### config.mk
export PLATFORM = sky130hd
export DESIGN_NAME = k2_defect_mon
export DESIGN_NICKNAME = d
export VERILOG_FILES = /design/src/rtl/k2_mon_pkg.sv /design/src/rtl/k2_classify.sv /design/src/rtl/k2_persist_filt.sv /design/src/rtl/k2_status_regs.sv /design/src/rtl/k2_defect_mon.sv
export SDC_FILE = /design/constraint.sdc
export NUM_CORES = 1
export LEC_CHECK = 0
export ABC_AREA = 1
export BUFFER_PORTS_ARGS = -buffer_cell sky130_fd_sc_hd__clkbuf_2
export CORE_UTILIZATION = 36
export CTS_CLUSTER_SIZE = 16
export DETAILED_ROUTE_END_ITERATION = 8
export GPL_TIMING_DRIVEN = 0
export SLEW_MARGIN = 20
export SYNTH_ARGS = -nofsm -noshare
export SYNTH_HDL_FRONTEND = slang
export SYNTH_HIERARCHICAL = 1
export SYNTH_SLANG_ARGS = --single-unit
export TNS_END_PERCENT = 1
### constraint.sdc
create_clock -name clk -period 2 [get_ports clk]
set_input_delay 0 -clock clk [delete_from_list [all_inputs] [get_ports clk]]
set_output_delay 0 -clock clk [all_outputs]
set_load 0.02 [all_outputs]
### src/rtl/k2_mon_pkg.sv
package k2_mon_pkg;
  localparam int NUM_DEF = 3;

  typedef enum int {
    DEF_AIS  = 0,
    DEF_RDI  = 1,
    DEF_MISM = 2
  } def_idx_e;

  localparam logic [2:0] PAT_AIS   = 3'b111;
  localparam logic [2:0] PAT_RDI   = 3'b110;
  localparam logic [2:0] PAT_BIDIR = 3'b101;
  localparam logic [2:0] PAT_UNI   = 3'b100;
endpackage

### src/rtl/k2_classify.sv
module k2_classify
  import k2_mon_pkg::*;
(
  input  logic [3:0]         k2_lsn,
  input  logic               arch_sel,
  input  logic               dir_sel,
  output logic [NUM_DEF-1:0] cond
);
  logic       arch_bad;
  logic       dir_bad;
  logic [2:0] opposite_dir;

  always_comb begin
    // The pattern that indicates the non-provisioned direction
    opposite_dir    = dir_sel ? PAT_BIDIR : PAT_UNI;
    arch_bad        = (k2_lsn[3] != arch_sel);
    dir_bad         = (k2_lsn[2:0] == opposite_dir);
    cond            = '0;
    cond[DEF_AIS]   = (k2_lsn[2:0] == PAT_AIS);
    cond[DEF_RDI]   = (k2_lsn[2:0] == PAT_RDI);
    cond[DEF_MISM]  = arch_bad | dir_bad;
  end
endmodule

### src/rtl/k2_persist_filt.sv
module k2_persist_filt #(
  parameter int CNT_W = 3
) (
  input  logic             clk,
  input  logic             rst_n,
  input  logic             frame_en,
  input  logic             cond,
  input  logic [CNT_W-1:0] limit,
  output logic             state,
  output logic             flip
);
  logic [CNT_W-1:0] run_q, run_d;
  logic             state_d;
  logic [CNT_W-1:0] run_inc;

  always_comb begin
    run_inc = run_q + 1'b1;
    run_d   = run_q;
    state_d = state;
    flip    = 1'b0;
    if (frame_en) begin
      if (cond == state) begin
        run_d = '0;
      end else if (run_inc >= limit) begin
        run_d   = '0;
        state_d = ~state;
        flip    = 1'b1;
      end else begin
        run_d = run_inc;
      end
    end
  end

  always_ff @(posedge clk or negedge rst_n) begin
    if (!rst_n) begin
      run_q <= '0;
      state <= 1'b0;
    end else if (frame_en) begin
      run_q <= run_d;
      state <= state_d;
    end
  end
endmodule

### src/rtl/k2_status_regs.sv
module k2_status_regs #(
  parameter int NB = 3
) (
  input  logic          clk,
  input  logic          rst_n,
  input  logic [NB-1:0] set_evt,
  input  logic          clr_mode,
  input  logic          stat_rd,
  input  logic          stat_wr,
  input  logic [NB-1:0] stat_wdata,
  input  logic [NB-1:0] irq_mask,
  output logic [NB-1:0] status,
  output logic          irq
);
  logic [NB-1:0] clr_vec;
  logic [NB-1:0] status_d;
  logic          upd_en;

  always_comb begin
    if (clr_mode) clr_vec = stat_rd ? {NB{1'b1}} : '0;
    else          clr_vec = stat_wr ? stat_wdata : '0;
    status_d = (status & ~clr_vec) | set_evt;
    upd_en   = (|clr_vec) | (|set_evt);
  end

  always_ff @(posedge clk or negedge rst_n) begin
    if (!rst_n)      status <= '0;
    else if (upd_en) status <= status_d;
  end

  assign irq = |(status & ~irq_mask);
endmodule

### src/rtl/k2_defect_mon.sv
module k2_defect_mon
  import k2_mon_pkg::*;
#(
  parameter int PERS_SHORT = 3,
  parameter int PERS_LONG  = 5
) (
  input  logic               clk,
  input  logic               rst_n,
  input  logic               frame_stb,
  input  logic [3:0]         k2_lsn,
  input  logic               pers_sel,
  input  logic               arch_sel,
  input  logic               dir_sel,
  input  logic [NUM_DEF-1:0] irq_mask,
  input  logic               clr_mode,
  input  logic               stat_rd,
  input  logic               stat_wr,
  input  logic [NUM_DEF-1:0] stat_wdata,
  output logic               ais_state,
  output logic               rdi_state,
  output logic               mism_state,
  output logic [NUM_DEF-1:0] status,
  output logic               irq
);
  localparam int CNT_W = $clog2(((PERS_LONG > PERS_SHORT) ? PERS_LONG : PERS_SHORT) + 1);
  localparam logic [CNT_W-1:0] LIM_SHORT = CNT_W'(PERS_SHORT);
  localparam logic [CNT_W-1:0] LIM_LONG  = CNT_W'(PERS_LONG);

  logic [NUM_DEF-1:0] cond;
  logic [NUM_DEF-1:0] def_state;
  logic [NUM_DEF-1:0] def_flip;
  logic [CNT_W-1:0]   limit;

  assign limit = pers_sel ? LIM_SHORT : LIM_LONG;

  k2_classify u_cls (
    .k2_lsn   (k2_lsn),
    .arch_sel (arch_sel),
    .dir_sel  (dir_sel),
    .cond     (cond)
  );

  for (genvar g = 0; g < NUM_DEF; g++) begin : g_filt
    k2_persist_filt #(.CNT_W(CNT_W)) u_filt (
      .clk      (clk),
      .rst_n    (rst_n),
      .frame_en (frame_stb),
      .cond     (cond[g]),
      .limit    (limit),
      .state    (def_state[g]),
      .flip     (def_flip[g])
    );
  end

  k2_status_regs #(.NB(NUM_DEF)) u_stat (
    .clk        (clk),
    .rst_n      (rst_n),
    .set_evt    (def_flip),
    .clr_mode   (clr_mode),
    .stat_rd    (stat_rd),
    .stat_wr    (stat_wr),
    .stat_wdata (stat_wdata),
    .irq_mask   (irq_mask),
    .status     (status),
    .irq        (irq)
  );

  assign ais_state  = def_state[DEF_AIS];
  assign rdi_state  = def_state[DEF_RDI];
  assign mism_state = def_state[DEF_MISM];
endmodule

# ---- After elaboration in Yosys (flattened, before gate mapping)
# Cells that the tools add are included.
# W data, S select, Z words.
dict set report totals {
  ff_bits 15
  output_inout_bits 7
  word_cells 59
}
dict set report op_classes {
  order_cmp 3
  eq_ne 7
  muxes 20
  add_sub_neg 3
  bitwise_logic 13
  n_reduce_logical 6
}
# op count
set ops {}
lappend ops {{$mux W3} 10}
lappend ops {{$mux W1} 10}
lappend ops {{$add A3 B1 Y3 const B} 3}
lappend ops {{$ge A3 B3 Y1} 3}
lappend ops {{$reduce_and A3 Y1} 3}
lappend ops {{$reduce_or A3 Y1} 3}
lappend ops {{$and A3 B3 Y3} 2}
lappend ops {{$eq A3 B3 Y1 const B} 2}
lappend ops {{$not A1 Y1} 6}
lappend ops {{$not A3 Y3} 2}
lappend ops {{$eq A1 B1 Y1} 3}
lappend ops {{$eq A3 B3 Y1} 1}
lappend ops {{$or A3 B3 Y3} 1}
lappend ops {{$or A1 B1 Y1} 2}
lappend ops {{$ne A1 B1 Y1} 1}

# ---- Depth between registers and ports, before layout
dict set report depth {
  ltp_word 8
  mapped_depth 13
  mapped_depth_nobuf 13
}

# ---- Hierarchy
# Netlist, hierarchy kept.
# module area_per_inst_um2 n_inst cells_per_inst
set by_module_without_submodules {}
lappend by_module_without_submodules {k2_persist_filt 312.8 3 43}
lappend by_module_without_submodules {k2_status_regs 161.4 1 23}
lappend by_module_without_submodules {k2_classify 58.8 1 12}
lappend by_module_without_submodules {k2_defect_mon 7.5 1 2}

# ---- Worst setup path after synthesis
# OpenSTA, ideal clock, no wires.
dict set report synth_path {
  path_kind {flip-flop to flip-flop}
  start {reg g_filt[0].u_filt.run_q[0]}
  end {reg u_stat.status[0]}
  required_ns 1.882
  arrival_ns 1.434
  stages_incl_launch_ff 11
  synth_period_minus_slack_ns 1.552
  n_path_buf 0
  slack_ns 0.448
  cell_sequence {dfrtp_1 ha_1 nand2_1 nand2_1 ha_1 a21oi_2 nand2_1 nand2_2 inv_1 inv_1 nand2_1}
}
dict set report synth_via {
  elab_chain_cells 7
  word_cells_on_any_way 8
  cone_classes {add/sub (1); order compare (1); mux (3); bitwise (2); reduce/logical (1)}
}
# item line
set synth_lines {}
lappend synth_lines {{start, declared} k2_persist_filt.sv:12} ;# logic [CNT_W-1:0] run_q, run_d;
lappend synth_lines {{start signal, assigned} k2_persist_filt.sv:39} ;# run_q <= run_d;
lappend synth_lines {{$add A3 B1 Y3 (*)} k2_persist_filt.sv:17} ;# run_inc = run_q + 1'b1;
lappend synth_lines {{$ge A3 B3 Y1 (*)} k2_persist_filt.sv:24} ;# end else if (run_inc >= limit) begin
lappend synth_lines {{$mux W1 (*)} k2_persist_filt.sv:24}
lappend synth_lines {{$mux W1 (*)} k2_persist_filt.sv:22} ;# if (cond == state) begin
lappend synth_lines {{$mux W1 (*)} k2_persist_filt.sv:21} ;# if (frame_en) begin
lappend synth_lines {{net def_flip[0]} k2_defect_mon.sv:31} ;# logic [NUM_DEF-1:0] def_flip;
lappend synth_lines {{$reduce_or A3 Y1} k2_status_regs.sv:23} ;# upd_en = (|clr_vec) | (|set_evt);
lappend synth_lines {{$or A1 B1 Y1} k2_status_regs.sv:23}
lappend synth_lines {{end signal, assigned} k2_status_regs.sv:28} ;# else if (upd_en) status <= status_d;
lappend synth_lines {{end, declared} k2_status_regs.sv:12} ;# output logic [NB-1:0] status,
# The timed path passes the listed nets; every way through them passes the cells marked *.
# A chain may end at the register's enable or synchronous reset.

# ---- Worst setup path after layout
dict set report layout_path {
  start {reg g_filt[1].u_filt.run_q[0]}
  end {reg u_stat.status[1]}
}
dict set report layout_via {
  elab_chain_cells 7
  word_cells_on_any_way 8
  cone_classes {add/sub (1); order compare (1); mux (3); bitwise (2); reduce/logical (1)}
}
# item line
set layout_lines {}
lappend layout_lines {{start, declared} k2_persist_filt.sv:12}
lappend layout_lines {{start signal, assigned} k2_persist_filt.sv:39}
lappend layout_lines {{$add A3 B1 Y3 (*)} k2_persist_filt.sv:17}
lappend layout_lines {{$ge A3 B3 Y1 (*)} k2_persist_filt.sv:24}
lappend layout_lines {{$mux W1 (*)} k2_persist_filt.sv:24}
lappend layout_lines {{$mux W1 (*)} k2_persist_filt.sv:22}
lappend layout_lines {{$mux W1 (*)} k2_persist_filt.sv:21}
lappend layout_lines {{net def_flip[1]} k2_defect_mon.sv:31}
lappend layout_lines {{$reduce_or A3 Y1} k2_status_regs.sv:23}
lappend layout_lines {{$or A1 B1 Y1} k2_status_regs.sv:23}
# Marks and branches as above.

==> metrics.txt <==
post-route clock period utilization=87.2%; number of synthesized flops with an enable pin=0; area grow syn2layout=21.8%; drt wl/cell=9.43 um; NetSw=693 uW; Comb pwr share=52.8%; Vias/cell=4.38; Die W=58.9 um; Synth cell types=17; max_cap viols=0; post-synth top area share=32.2%; Clock power frac=12.3%; Site Rows=20; die span in y=58.9 um; Power per Cell Area=1040 nW/um2; GRT Util Overall=15.6%; min-delay worst type=in2reg; Final setup viols=0; vias in the first global route=984; H-tree Lvls=1; Initial DRC Count=34; status=completed; ys flop type=dfrtp_1; Pleak=0.000877 uW; post-route ant nets=0; WS Path Type=reg2reg; Arr. time, crit path=1930 ps; fraction of layout cells with a size suffix above 1=23.9%; remaining global-route overflow=0; Post-synth ARST share=100%; reg2reg path depth=10; CTS buffer count=3; WL final=2.31 mm; Seq pwr share=34.9%; synth warn=6; post-DP HPWL=1.88 mm; internal power=784 uW; Mapped Area=1170 um2; Peak VDD IR=0.353 mV; initial core utilization=38.2%; count of pins over their slew limit=0; Max Root-Sink Buffers=2; fillers=340; hold depth=4; final hold viol count=0; CTS tree=yes; clk slew on worst S/H paths=100 ps; RR Startpoint=g_filt[1].u_filt/run_q[0]$_DFFE_PN0P_; critical path endpoint category=flop; diode count=0; Syn Inst Count=166; # DRC=0; global-route wire length before repair=4.02 mm; overall power=1480 uW; Core ar.=3050 um2; synth top area cells=dfrtp_1, nand2_1, inv_1, ha_1, nand2_2; die area=3470 um2; sequential share of the synthesized area=32.2%; setup bufs post-CTS=0; RSZ-0062 raised after global routing=false; initial antenna violation count=0; R2R setup slack=260 ps; Worst Clk Skew=0.993 ps; Seq cells post-synth=15; Min-Delay Endpoint=u_stat/status[2]$_DFFE_PN0P_; nets@finish=233; number of I/O pins=26; IO Port Bufs=25; WP data required=2190 ps; final hold slack=22.7 ps; Min-Delay Startpoint=stat_rd; Mean Syn Cell Area=7.02 um2; Setup TNS=0 ps; clock root buffer=clkbuf_4; crit start category=flop; final core area utilization=46.5%; cell taking the most area after synthesis=dfrtp_1; Initial DRT Pass Iterations=4; vias=1,074; f_max=574 MHz; Reg-to-Reg End=u_stat/status[1]$_DFFE_PN0P_; Post-synth top cells=nand2_1, inv_1, dfrtp_1; largest net degree at the start of global routing=16; Final min period=1740 ps; Clk Latency, worst-skew pair=290 ps; most frequent cell after synthesis=nand2_1; clock net sink count=15; RePlAce Congestion=0.756; Net Sw Frac=46.9%; critical-path maximum fanout=4
-- registers in the layout (all words and copies together) (netlist names) --
register / cells
g_filt.u_filt/run_q: 9
g_filt.u_filt/state: 3
u_stat/status: 3
-- metrics by stage --
step	worst slack [ps]	instance area, um2	std cells
after detailed placement	259	1350	237
final	256	1420	245
after global placement	334	1350	237
after floorplan	448	1170	168
after CTS	243	1420	245
after global routing	88.3	1420	245
-- worst max-delay path, cell delays in order, from the launching register on --
cell and delay, ps:
dfrtp_1 430, ha_1 240, nand2_1 80, nand2_1 70, ha_1 300, a21oi_2 220
nand2_1 120, nand2_2 80, inv_1 40, inv_1 40, nand2_1 40
-- cell usage in the layout, fill, tap and decap left out, types with 3 or more instances in the layout --
cell            n
clkbuf_4        3
nand4_1         9
a21oi_2         3
dfrtp_1        15
conb_1          3
nand3_1        10
nor2_4          3
inv_1          41
dlygate4sd3_1   4
nand2_2         9
ha_1           12
nand2_1        54
clkbuf_2       25
nor2_2          3
-- final cells by class --
type | instances | area, um2 | share of cell area (%)
Tap cell | 44 | 55.1 | 3.88
Sequential cell | 15 | 375 | 26.4
Clock buffer | 4 | 26.3 | 1.85
Timing Repair Buffer | 29 | 165 | 11.6
Multi-Input combinational cell | 111 | 641 | 45.1
Inverter | 42 | 158 | 11.1
-- timing repair --
| item | in CTS | in global routing |
|---|---|---|
| setup endpoints to repair | 0 | 0 |
| endpoints found under the hold margin | 18 | 0 |
| hold buffers | 4 | 0 |
| gates resized for setup | 0 | 0 |
-- how the worst max path moves through the flow --
stage                                                     start                           end  slack (ps)  cells after the start
after floorplan           g_filt[0].u_filt/run_q[0]$_DFFE_PN0P_  u_stat/status[0]$_DFFE_PN0P_         450                     10
after global placement    g_filt[1].u_filt/run_q[0]$_DFFE_PN0P_  u_stat/status[1]$_DFFE_PN0P_         330                     10
after detailed placement  g_filt[1].u_filt/run_q[0]$_DFFE_PN0P_  u_stat/status[1]$_DFFE_PN0P_         260                     10
after CTS                 g_filt[1].u_filt/run_q[0]$_DFFE_PN0P_  u_stat/status[1]$_DFFE_PN0P_         240                     10
after global routing      g_filt[1].u_filt/run_q[0]$_DFFE_PN0P_  u_stat/status[1]$_DFFE_PN0P_          90                     10
final                     g_filt[1].u_filt/run_q[0]$_DFFE_PN0P_  u_stat/status[1]$_DFFE_PN0P_         260                     10
-- metal layers --
layer | share of wire, % | global-route usage, % | vias up | wire (um)
met5 | 0 | 0 | - | 0
met4 | 1.5 | 8.16 | 0 | 34
met3 | 4.0 | 1.98 | 4 | 92
met2 | 48 | 27.3 | 26 | 1110
met1 | 47 | 18.6 | 475 | 1080
li1 | - | - | 569 | -
-- cells by family (layout without fill, tap and decap cells) --
logic type      after synthesis  in the layout  share of synthesized area, %
compound gates                4              4                          2.90
xor+xnor                      1              1                         0.751
fa+ha+maj                    12             12                          12.9
buf+inv                      42             75                          13.5
flops                        15             15                          32.2
other cells                   1              3                         0.322
simple gates                 91             91                          37.4
-- power by group through the flow --
stage	combinational (uW)	sequential [uW]	clock, uW
floorplan	524	571	0
global placement	759	516	0
detailed placement	783	522	0
finish	779	515	182
CTS	793	515	195
global route	904	534	210
Note: power is estimated with default switching activity, not from simulation.
